### config.mk
export PLATFORM = sky130hd
export DESIGN_NAME = dbell_unit
export DESIGN_NICKNAME = d
export VERILOG_FILES = /design/src/rtl/dbell_pkg.sv /design/src/rtl/dbell_decode.sv /design/src/rtl/dbell_match.sv /design/src/rtl/dbell_slot.sv /design/src/rtl/dbell_unit.sv
export SDC_FILE = /design/constraint.sdc
export NUM_CORES = 1
export LEC_CHECK = 0
export ABC_AREA = 1
export BUFFER_PORTS_ARGS = -buffer_cell sky130_fd_sc_hd__buf_2
export CAP_MARGIN = 40
export CORE_MARGIN = 5
export CORE_UTILIZATION = 53
export CTS_BUF_LIST = sky130_fd_sc_hd__clkbuf_8
export DETAILED_ROUTE_END_ITERATION = 16
export HOLD_SLACK_MARGIN = 0.12
export PLACE_DENSITY_LB_ADDON = 0.3
export REMOVE_ABC_BUFFERS = 1
export SETUP_SLACK_MARGIN = 0.02
export SYNTH_ARGS = -nofsm -noshare
export SYNTH_HDL_FRONTEND = slang
export SYNTH_SLANG_ARGS = --single-unit
### constraint.sdc
create_clock -name clk -period 1.75 [get_ports clk]
set_input_delay 0.2625 -clock clk [delete_from_list [all_inputs] [get_ports clk]]
set_output_delay 0.2625 -clock clk [all_outputs]
set_load 0.05 [all_outputs]
### src/rtl/dbell_pkg.sv
package dbell_pkg;
    localparam int MSGW      = 32;
    localparam int TYPEW     = 5;
    localparam int TAGW      = 14;
    localparam int TYPE_LSB  = 27;
    localparam int BCAST_BIT = 26;
    localparam int RSV_LSB   = TAGW;
    localparam int RSV_MSB   = BCAST_BIT - 1;
    localparam int NCLS      = 3;

    // class index within each core's pending group
    localparam int CLS_NORM = 0;
    localparam int CLS_CRIT = 1;
    localparam int CLS_HYP  = 2;

    typedef enum logic [TYPEW-1:0] {
        MT_NORM    = 5'd0,
        MT_CRIT    = 5'd1,
        MT_GNORM   = 5'd2,
        MT_GCRIT   = 5'd3,
        MT_GMCHK   = 5'd4,
        MT_HYP     = 5'd5
    } msg_type_e;

    typedef struct packed {
        logic [NCLS-1:0] pend;
    } slot_state_t;
endpackage

### src/rtl/dbell_decode.sv
module dbell_decode
    import dbell_pkg::*;
(
    input  logic            server_mode,
    input  logic [MSGW-1:0] msg,
    output logic [NCLS-1:0] cls
);
    logic [TYPEW-1:0] mtype;
    logic             rsv_ok;

    always_comb begin
        mtype  = msg[TYPE_LSB +: TYPEW];
        rsv_ok = (msg[RSV_MSB:RSV_LSB] == '0);
        cls    = '0;
        if (rsv_ok) begin
            if (server_mode) begin
                if (mtype == MT_HYP) cls[CLS_HYP] = 1'b1;
            end else begin
                case (mtype)
                    MT_NORM:  cls[CLS_NORM] = 1'b1;
                    MT_CRIT:  cls[CLS_CRIT] = 1'b1;
                    // guest classes are not serviced here: no-op
                    MT_GNORM, MT_GCRIT, MT_GMCHK: cls = '0;
                    default:  cls = '0;
                endcase
            end
        end
    end
endmodule

### src/rtl/dbell_match.sv
module dbell_match
    import dbell_pkg::*;
#(
    parameter int NCORE = 4
) (
    input  logic                  server_mode,
    input  logic                  bcast,
    input  logic [TAGW-1:0]       tag,
    input  logic [NCORE*TAGW-1:0] core_pid,
    output logic [NCORE-1:0]      hit
);
    logic bcast_eff;

    always_comb begin
        // broadcast only honoured in embedded mode
        bcast_eff = bcast & ~server_mode;
        for (int j = 0; j < NCORE; j++) begin
            hit[j] = bcast_eff | (core_pid[j*TAGW +: TAGW] == tag);
        end
    end
endmodule

### src/rtl/dbell_slot.sv
module dbell_slot
    import dbell_pkg::*;
(
    input  logic            clk,
    input  logic            rst_n,
    input  logic [NCLS-1:0] set,
    input  logic [NCLS-1:0] clr,
    input  logic [NCLS-1:0] ack,
    output logic [NCLS-1:0] pend
);
    slot_state_t st_d, st_q;

    always_comb begin
        st_d      = st_q;
        st_d.pend = (st_q.pend & ~clr & ~ack) | set;
    end

    always_ff @(posedge clk) begin
        if (!rst_n) st_q <= '0;
        else        st_q <= st_d;
    end

    assign pend = st_q.pend;

    // a set always lands, whatever clears it in the same cycle
    a_r12_set_wins: assert property (@(posedge clk) disable iff (!rst_n)
        ((pend & $past(set)) == $past(set)));

    // acknowledged bits without a competing set drop
    a_r11_ack_clears: assert property (@(posedge clk) disable iff (!rst_n)
        ((pend & $past(ack & ~set)) == '0));

    // a bit never appears without a set
    a_r9_no_spurious_rise: assert property (@(posedge clk) disable iff (!rst_n)
        ((pend & ~$past(pend) & ~$past(set)) == '0));
endmodule

### src/rtl/dbell_unit.sv
module dbell_unit
    import dbell_pkg::*;
#(
    parameter int NCORE = 4
) (
    input  logic                  clk,
    input  logic                  rst_n,
    input  logic                  server_mode,
    input  logic [NCORE-1:0]      cmd_valid,
    input  logic [NCORE-1:0]      cmd_clear,
    input  logic [NCORE*MSGW-1:0] cmd_msg,
    input  logic [NCORE*TAGW-1:0] core_pid,
    input  logic [NCORE*NCLS-1:0] ack,
    output logic [NCORE*NCLS-1:0] pending
);
    logic [NCORE-1:0][NCLS-1:0]  cls;
    logic [NCORE-1:0][NCORE-1:0] hit;
    logic [NCORE-1:0][NCLS-1:0]  set_v;
    logic [NCORE-1:0][NCLS-1:0]  clr_v;
    logic [NCORE-1:0]            send;

    for (genvar i = 0; i < NCORE; i++) begin : g_issuer
        dbell_decode u_dec (
            .server_mode (server_mode),
            .msg         (cmd_msg[i*MSGW +: MSGW]),
            .cls         (cls[i])
        );
        dbell_match #(.NCORE(NCORE)) u_match (
            .server_mode (server_mode),
            .bcast       (cmd_msg[i*MSGW + BCAST_BIT]),
            .tag         (cmd_msg[i*MSGW +: TAGW]),
            .core_pid    (core_pid),
            .hit         (hit[i])
        );
    end

    always_comb begin
        send  = cmd_valid & ~cmd_clear;
        set_v = '0;
        for (int i = 0; i < NCORE; i++) begin
            for (int j = 0; j < NCORE; j++) begin
                set_v[j] = set_v[j] | ({NCLS{send[i] & hit[i][j]}} & cls[i]);
            end
        end
        for (int j = 0; j < NCORE; j++) begin
            clr_v[j] = {NCLS{cmd_valid[j] & cmd_clear[j]}} & cls[j];
        end
    end

    for (genvar j = 0; j < NCORE; j++) begin : g_core
        dbell_slot u_slot (
            .clk   (clk),
            .rst_n (rst_n),
            .set   (set_v[j]),
            .clr   (clr_v[j]),
            .ack   (ack[j*NCLS +: NCLS]),
            .pend  (pending[j*NCLS +: NCLS])
        );

        // hypervisor class only rises after a server-mode cycle
        a_r7_hyp_needs_server: assert property (@(posedge clk) disable iff (!rst_n)
            $rose(pending[j*NCLS + CLS_HYP]) |-> $past(server_mode));

        // normal and critical classes only rise from embedded decode
        a_r2_emb_classes: assert property (@(posedge clk) disable iff (!rst_n)
            ($rose(pending[j*NCLS + CLS_NORM]) || $rose(pending[j*NCLS + CLS_CRIT]))
            |-> !$past(server_mode));
    end

    // nothing pending on the edge right after reset
    a_r1_reset_clear: assert property (@(posedge clk)
        $past(!rst_n) |-> (pending == '0));
endmodule

### After elaboration in Yosys (flattened, before gate mapping)

Index checks and enable logic that the tools add are counted.

* output and inout bits: 12
* register bits after elaboration: 12
* input port bits: 207

* reduce and logical (&&, ||, !) cells: 8
* bitwise operators: 95
* equality and inequality tests: 24
* multiplexer cells: 24

Operator list (number)
* equality test 14 bit: 16
* bitwise AND 3 bit: 28
* logical NOT 12 bit: 4
* OR 3 bit: 16
* bitwise AND 1 bit: 24
* NOT 3 bit: 8
* equality test 5 x 1 -> 1 bit (second input constant): 4
* equality test 5 x 3 -> 1 bit (second input constant): 4
* logical NOT 5 bit: 4
* two-way mux 1 bit: 16
* OR 1 bit: 16
* two-way mux 3 bit: 4
* two-way mux 2 bit: 4
* bitwise AND 4 bit: 1
* NOT 4 bit: 1
* NOT 1 bit: 1

### Depth between registers and ports, before layout

Gate-level depths: netlist (run 1).

* depth after elaboration: 9
* depth in mapped cells: 12
* depth with buffers taken out: 12

### Cells and area by module

Synthesis (run 1) repeated with hierarchy kept, for this count alone.

* cells, all modules: 1404
* area total of the unflattened synthesis: 5987.0 sq um

By module, submodules not included
* dbell_match: area each 1068.5 sq um, cells an instance 272, times used 4
* dbell_unit: area each 716.9 sq um, cells an instance 148, times used 1
* dbell_slot: area each 153.9 sq um, cells an instance 19, times used 4
* dbell_decode: area each 95.1 sq um, cells an instance 23, times used 4

### Worst setup path before layout (run 1)

Ideal clock, no wire load.

* path kind: in2reg
* from: input port cmd_msg[31]
* to: register g_core[0].u_slot.st_q, in the netlist g_core[0].u_slot.pend[0]
* buffers on the path: 0
* path slack: 0.452 ns
* stages on the path: 9
* arrival: 1.173 ns
* required time: 1.625 ns
* cells stage by stage: nor2_1 -> nor3b_1 -> nand3b_1 -> nor2_1 -> nand2_1 -> nand2_1 -> o21ai_1 -> nor2_1 -> nor2_1

* cells in the longest elaborated chain, start to end: 9
* elaborated cells between the ends (all ways): 13

Ends and longest elaborated chain
* start, declared: line dbell_unit.sv:11 `input logic [NCORE*MSGW-1:0] cmd_msg,`
* logical NOT 5 bit (*): line dbell_decode.sv:19 `case (mtype)`
* two-way mux 1 bit (*): line dbell_decode.sv:19
* two-way mux 2 bit (*): line dbell_decode.sv:16 `if (server_mode) begin`
* two-way mux 3 bit (*): line dbell_decode.sv:15 `if (rsv_ok) begin`
* bitwise AND 3 bit, on equally long branches: line dbell_unit.sv:42, dbell_unit.sv:46
* OR 3 bit / NOT 3 bit (equally long branches): line dbell_unit.sv:42, dbell_slot.sv:15
* OR 3 bit / bitwise AND 3 bit (equally long branches) (2 in a row): line dbell_unit.sv:42, dbell_slot.sv:15
* OR 3 bit (*): line dbell_slot.sv:15 `st_d.pend = (st_q.pend & ~clr & ~ack) | set;`
* end signal, assigned: line dbell_slot.sv:20 `else st_q <= st_d;`
* end, declared: line dbell_slot.sv:11 `slot_state_t st_d, st_q;`

Mark *: on every way between the ends. The rest lies on a longest branch, timed or not.
A chain may end at the register's enable or synchronous reset.

### Worst setup path in the final report (run 1)

* from: input port cmd_msg[31]
* to: register g_core[1].u_slot.st_q, in the netlist g_core[1].u_slot.pend[0]

* cells in the longest elaborated chain, start to end: 9

Ends and longest elaborated chain
* logical NOT 5 bit: line dbell_decode.sv:19
* two-way mux 1 bit: line dbell_decode.sv:19
* two-way mux 2 bit: line dbell_decode.sv:16
* two-way mux 3 bit: line dbell_decode.sv:15
* bitwise AND 3 bit: line dbell_unit.sv:42 `set_v[j] = set_v[j] | ({NCLS{send[i] & hit[i][j]}} & cls[i]);`
* OR 3 bit (3 in a row): line dbell_unit.sv:42
* OR 3 bit: line dbell_slot.sv:15
* end signal, assigned: line dbell_slot.sv:20
* end, declared: line dbell_slot.sv:11

Every way passes these cells.

==> metrics.txt, run 1 <==
Starting Density=54.5%; vias per std cell=5.11; root buffer cell=clkbuf_8; GR peak layer=met2; post-synthesis sequential area ratio=4.77%; final setup fails=0; pwr dens=291 nW/um^2; drt wl/cell=12.7 um; final antenna-violating net count=0; Critical Path End Type=flip-flop; WS Path Type=in -> reg; Min-Delay Path Depth=4; Crit Path Max Fanout=5; DR DRC count=0; Worst-Skew Late Latency=0.24 ns; DRT Wirelength=19500 um; Setup Buffers After CTS=0; syn_area_per_cell=4.24 sq um; Hold Crit Start=ack[0]; Netlist cell types=21; met3 usage=3.84%; Ant. Diodes=0; first-pass GRT wire length=30400 um; Synth Cell Area=5040 sq um; Worst Setup Slack, final=0.243 ns; Yosys reg bits=12; Port Buffers=218; final slew viol count=0; clock transition at the registers of the reported paths=0.05 ns; layout cells sized above 1=17.1%; Final Hold Fails=0; vias=7824; Worst Clk Skew=0 ns; Fmax=663 MHz; first-pass iteration count of the detailed router=6; Tightest Pin Transition=0.850 ns; total CTS buffers=3; final worst path period need=1.51 ns; GR Util All Layers=31.7%; critical path, cell by cell=buf_2, nor2_1, nor3b_1, nand3b_1, nor2_1, nand3_1, nand3_1, nor2_1, nor2_1; worst flop-to-flop path endpoint=g_core[0].u_slot.pend[1]$_SDFF_PN0_; Hold-fix buffers, CTS=0; TritonCTS Sinks=12; Crit. Startpoint=cmd_msg[31]; Rel. slew slack=43.1%; critical path's largest stage delay=0.37 ns; CP Launch Type=input port; Resize count post-CTS=0; vias in the first global route=6979; I/O pins=219; Setup TNS=0 ns; register-to-register setup slack=0.93 ns; Hold EP=g_core[0].u_slot.pend[0]$_SDFF_PN0_; Peak VDD IR=0.000194 V; Die W=108 um; Post-Synthesis Cells=1188; most frequent CP cell=nor2_1; Starting DRT DRC Count=1022; met2 Use GR=55.5%; HPWL after DPL=16600 um; Syn. warnings=0; TritonCTS clock tree=yes; overall die area=11600 sq um; Filler cells=1001; Static Leak=4.15 nW; Area growth syn-to-layout=25.2%; Max stage delay cell, worst path=nor2_1; core footprint=9240 sq um; WP data required=1.93 ns; H-tree depth=1; CTS Buffer Depth=2; Largest register FFs=12; unrepaired setup endpoints after global routing=false; CP Data Arrival Time=1.69 ns; largest net degree at the start of global routing=13; max-cap violation count=0; RD Place Congestion=0.978; Overflow after GRT=0; Final Cycle Share=86.1%; outcome=complete, no violations; FF-to-FF path depth=6; met1 GRT Util=39.1%; num rows=35; Final nets=1610; RR Startpoint=g_core[0].u_slot.pend[1]$_SDFF_PN0_; worst min path class=in -> reg; Die Ht=108 um; setup slack at placement=0.110 ns; initial antenna violation count=0
-- per-layer routing --
metal	part of all wire, %	wire [um]
met3	9.8	1910
met2	47	9160
met5	0	0
met1	39	7630
met4	4.1	794
-- cells in the mapped netlist (all sizes together) --
library cell    n  area (sq um)
nand2         706          2650
nor2          203           785
inv           129           484
nand3          71           355
xnor2          16           140
dfxtp          12           240
xor2           12           105
nand4          10          62.6
nand3b          9          67.6
buf             5          25.0
nor4            4          43.8
clkbuf          3          11.3
nor3            3          30.0
nor3b           2          20.0
o21ai           2          10.0
dlygate4sd3     1          10.0
-- placed cells by master, fill, tap and decap left out --
cell      instances
nor4_2            3
nor2_2            9
inv_2             1
o21ai_0           1
nand3_1          71
clkbuf_8          4
nor3_2            3
nor4_1            1
nand2_1         706
buf_4             1
nor3b_1           1
inv_1           128
buf_2           218
nand4_1          10
dfxtp_1          12
xnor2_1          16
nor2_1          194
nor3b_2           1
xor2_1           12
o21ai_1           1
nand3b_1          9
-- worst max-delay path by stage --
| stage | endpoint |
|---|---|
| 6_report | g_core[1].u_slot.pend[0]$_SDFF_PN0_ |
| 5_1_grt | g_core[0].u_slot.pend[0]$_SDFF_PN0_ |
| 4_1_cts | g_core[0].u_slot.pend[0]$_SDFF_PN0_ |
| 3_5_place_dp | g_core[2].u_slot.pend[1]$_SDFF_PN0_ |
| 3_3_place_gp | g_core[0].u_slot.pend[0]$_SDFF_PN0_ |
| 2_1_floorplan | g_core[0].u_slot.pend[0]$_SDFF_PN0_ |
-- worst max-delay path, delay by kind of cell --
kind,cells,cell delay (ns)
buffers and inverters,1,0.10
and+or+nand+nor,8,1.33
-- final cells by class --
class / count / area, sq um / share of cell area (%)
inverter: 129 / 484 / 7.68
clock buffer: 4 / 55.1 / 0.873
timing repair buffer: 219 / 1100 / 17.4
tap: 129 / 161 / 2.56
multi-input combinational: 1038 / 4270 / 67.7
sequential: 12 / 240 / 3.81
-- cell families (layout without fill, tap and decap cells) --
logic type / Yosys count / in the layout / share of synthesized area (%)
buffers and inverters: 138 / 352 / 10.5
and+or+nand+nor: 1008 / 1008 / 79.6
DFF: 12 / 12 / 4.77
AOI/OAI and AO/OA: 2 / 2 / 0.198
xor gates and xnor gates: 28 / 28 / 4.87
-- through the flow --
| step | cell area [sq um] | std cells | util [%] | total power, mW | hold slack, ns |
|---|---|---|---|---|---|
| 2_1_floorplan | 4990 | 1179 | - | 0.950 | 0.485 |
| 3_3_place_gp | 6250 | 1527 | 67.7 | 1.48 | 0.572 |
| 3_5_place_dp | 6250 | 1527 | 67.7 | 1.50 | 0.585 |
| 4_1_cts | 6310 | 1531 | 68.3 | 1.81 | 0.338 |
| 5_1_grt | 6310 | 1531 | 68.3 | 2.00 | 0.401 |
| 6_report | 6310 | 1531 | 68.3 | 1.83 | 0.341 |
-- report_power, final --
group          switching [mW]  internal, mW  total, mW
Combinational           0.788         0.466       1.25
Sequential        0.000000219         0.273      0.273
Clock                   0.108         0.199      0.307
No activity file was read; power rests on OpenSTA's default activity.
==> inputs of run 2 (changes only) <==
--- a/config.mk
+++ b/config.mk
@@ -6,12 +6,12 @@
 export NUM_CORES = 1
 export LEC_CHECK = 0
 export ABC_AREA = 1
-export BUFFER_PORTS_ARGS = -buffer_cell sky130_fd_sc_hd__buf_2
 export CAP_MARGIN = 40
 export CORE_MARGIN = 5
 export CORE_UTILIZATION = 53
 export CTS_BUF_LIST = sky130_fd_sc_hd__clkbuf_8
 export DETAILED_ROUTE_END_ITERATION = 16
+export DONT_BUFFER_PORTS = 1
 export HOLD_SLACK_MARGIN = 0.12
 export PLACE_DENSITY_LB_ADDON = 0.3
 export REMOVE_ABC_BUFFERS = 1
==> run 2 against run 1 <==
Register-to-register slack worse by 0.30 ns. Final cell count down 14%. Sequential cell count unchanged. Via count shrank 12%. Maximum frequency grew 12%. Sequential share of layout area up 0.72 points. Total power down 22%. First-iteration DRC count shrank 13%. Critical path depth is the same. Die area is the same. Utilization shrank 11 points. Largest cell class unchanged. Highest routed layer unchanged.
==> metrics.txt, run 2 (same netlist as run 1, synthesis figures left out) <==
critical path, cell by cell=nor2_1, nor3b_1, nand3b_1, nor2_1, nand2_1, nand2_1, o21ai_1, nor2_1, nor2_1; Die W=108 um; Crit Path Max Fanout=5; TritonCTS clock tree=yes; max-cap violation count=0; Port Buffers=0; WP data required=1.87 ns; Critical Path End Type=flip-flop; CP Data Arrival Time=1.47 ns; clock transition at the registers of the reported paths=0.05 ns; Final Hold Fails=0; Tot Pwr=1.42 mW; TritonCTS Sinks=12; worst min path class=in -> reg; Die Ht=108 um; vias per std cell=5.20; DRT Wirelength=18500 um; area of the multi-input gates=4270 sq um; pwr dens=268 nW/um^2; critical path's largest stage delay=0.32 ns; total CTS buffers=3; core footprint=9240 sq um; WS Path Type=in -> reg; final antenna-violating net count=0; first-pass GRT wire length=28400 um; DR DRC count=0; vias=6879; Hold Crit Start=ack[0]; Starting Density=54.5%; Hold WS=0.261 ns; Largest register FFs=12; RR Startpoint=g_core[0].u_slot.pend[0]$_SDFF_PN0_; largest net degree at the start of global routing=13; register-to-register setup slack=0.63 ns; register area=240 sq um; final worst path period need=1.35 ns; Worst Clk Skew=0 ns; FF-to-FF path depth=4; Ant. Diodes=0; Hold-fix buffers, CTS=0; Resize count post-CTS=0; setup slack at placement=0.223 ns; Setup TNS=0 ns; final slew viol count=0; GR Util All Layers=30.0%; non-filler cells, final=1324; drt wl/cell=14.0 um; CP Launch Type=input port; Overflow after GRT=0; first-pass iteration count of the detailed router=5; Filler cells=1052; unrepaired setup endpoints after global routing=false; HPWL after DPL=16000 um; Final Cell Area=5300 sq um; crit path to=g_core[0].u_slot.pend[0]$_SDFF_PN0_; placed cell areas=5250 sq um; Starting DRT DRC Count=889; overall die area=11600 sq um; commonest non-fill, non-tap cells in the layout=nand2_1 (706), nor2_1 (194), inv_1 (128); Rel. slew slack=47.1%; initial antenna violation count=0; Peak VDD IR=0.000284 V; Tightest Pin Transition=0.791 ns; Max stage delay cell, worst path=nor2_1; Fmax=742 MHz; layout cells sized above 1=2.76%; most frequent CP cell=nor2_1; Final Cycle Share=77.0%; outcome=complete, no violations; CTS Buffer Depth=2; Area growth syn-to-layout=5.16%; vias in the first global route=6155; most common cell after layout, fill and taps aside=nand2_1; H-tree depth=1; Final nets=1403; Setup Buffers After CTS=0; Static Leak=3.33 nW; final setup fails=0; Worst-Skew Late Latency=0.24 ns; I/O pins=219; num rows=35; root buffer cell=clkbuf_8; DP Cell Count=1320; worst flop-to-flop path endpoint=g_core[0].u_slot.pend[0]$_SDFF_PN0_; RD Place Congestion=1.03; Worst Setup Slack, final=0.402 ns; Crit. Startpoint=cmd_msg[31]; Layout Utilization=57.4%
run 2: layout make-up:
cell class | count | share of cell area (%)
inverter | 129 | 9.14
tap | 129 | 3.05
timing repair buffer | 12 | 1.70
sequential | 12 | 4.53
multi-input combinational | 1038 | 80.5
clock buffer | 4 | 1.04
run 2: worst max-delay path: cells and delay by family:
kind             cells  cell delay (ns)
AO/OA/AOI/OAI        1             0.07
AND/OR/NAND/NOR      8             1.13
run 2: routing by layer:
layer	GRT usage [%]	part of all wire, %	wire [um]	up-vias
met5	0	0	0	-
met4	11.5	4.1	751	0
met3	8.40	12	2270	58
met2	50.8	46	8550	401
met1	35.8	37	6910	2861
li1	-	-	-	3559
run 2: worst min path at each step:
stage               slack (ns)  cells after the start                                   to
floorplan                 0.48                      3  g_core[0].u_slot.pend[0]$_SDFF_PN0_
global placement          0.50                      3  g_core[0].u_slot.pend[0]$_SDFF_PN0_
detailed placement        0.50                      3  g_core[0].u_slot.pend[0]$_SDFF_PN0_
CTS                       0.26                      3  g_core[0].u_slot.pend[0]$_SDFF_PN0_
global route              0.29                      3  g_core[0].u_slot.pend[0]$_SDFF_PN0_
finish                    0.26                      3  g_core[0].u_slot.pend[0]$_SDFF_PN0_
run 2: power breakdown:
part / internal (mW) / switching (mW) / total (mW)
sequential: 0.273 / 0.000000407 / 0.273
clock: 0.199 / 0.104 / 0.302
combinational: 0.318 / 0.528 / 0.846
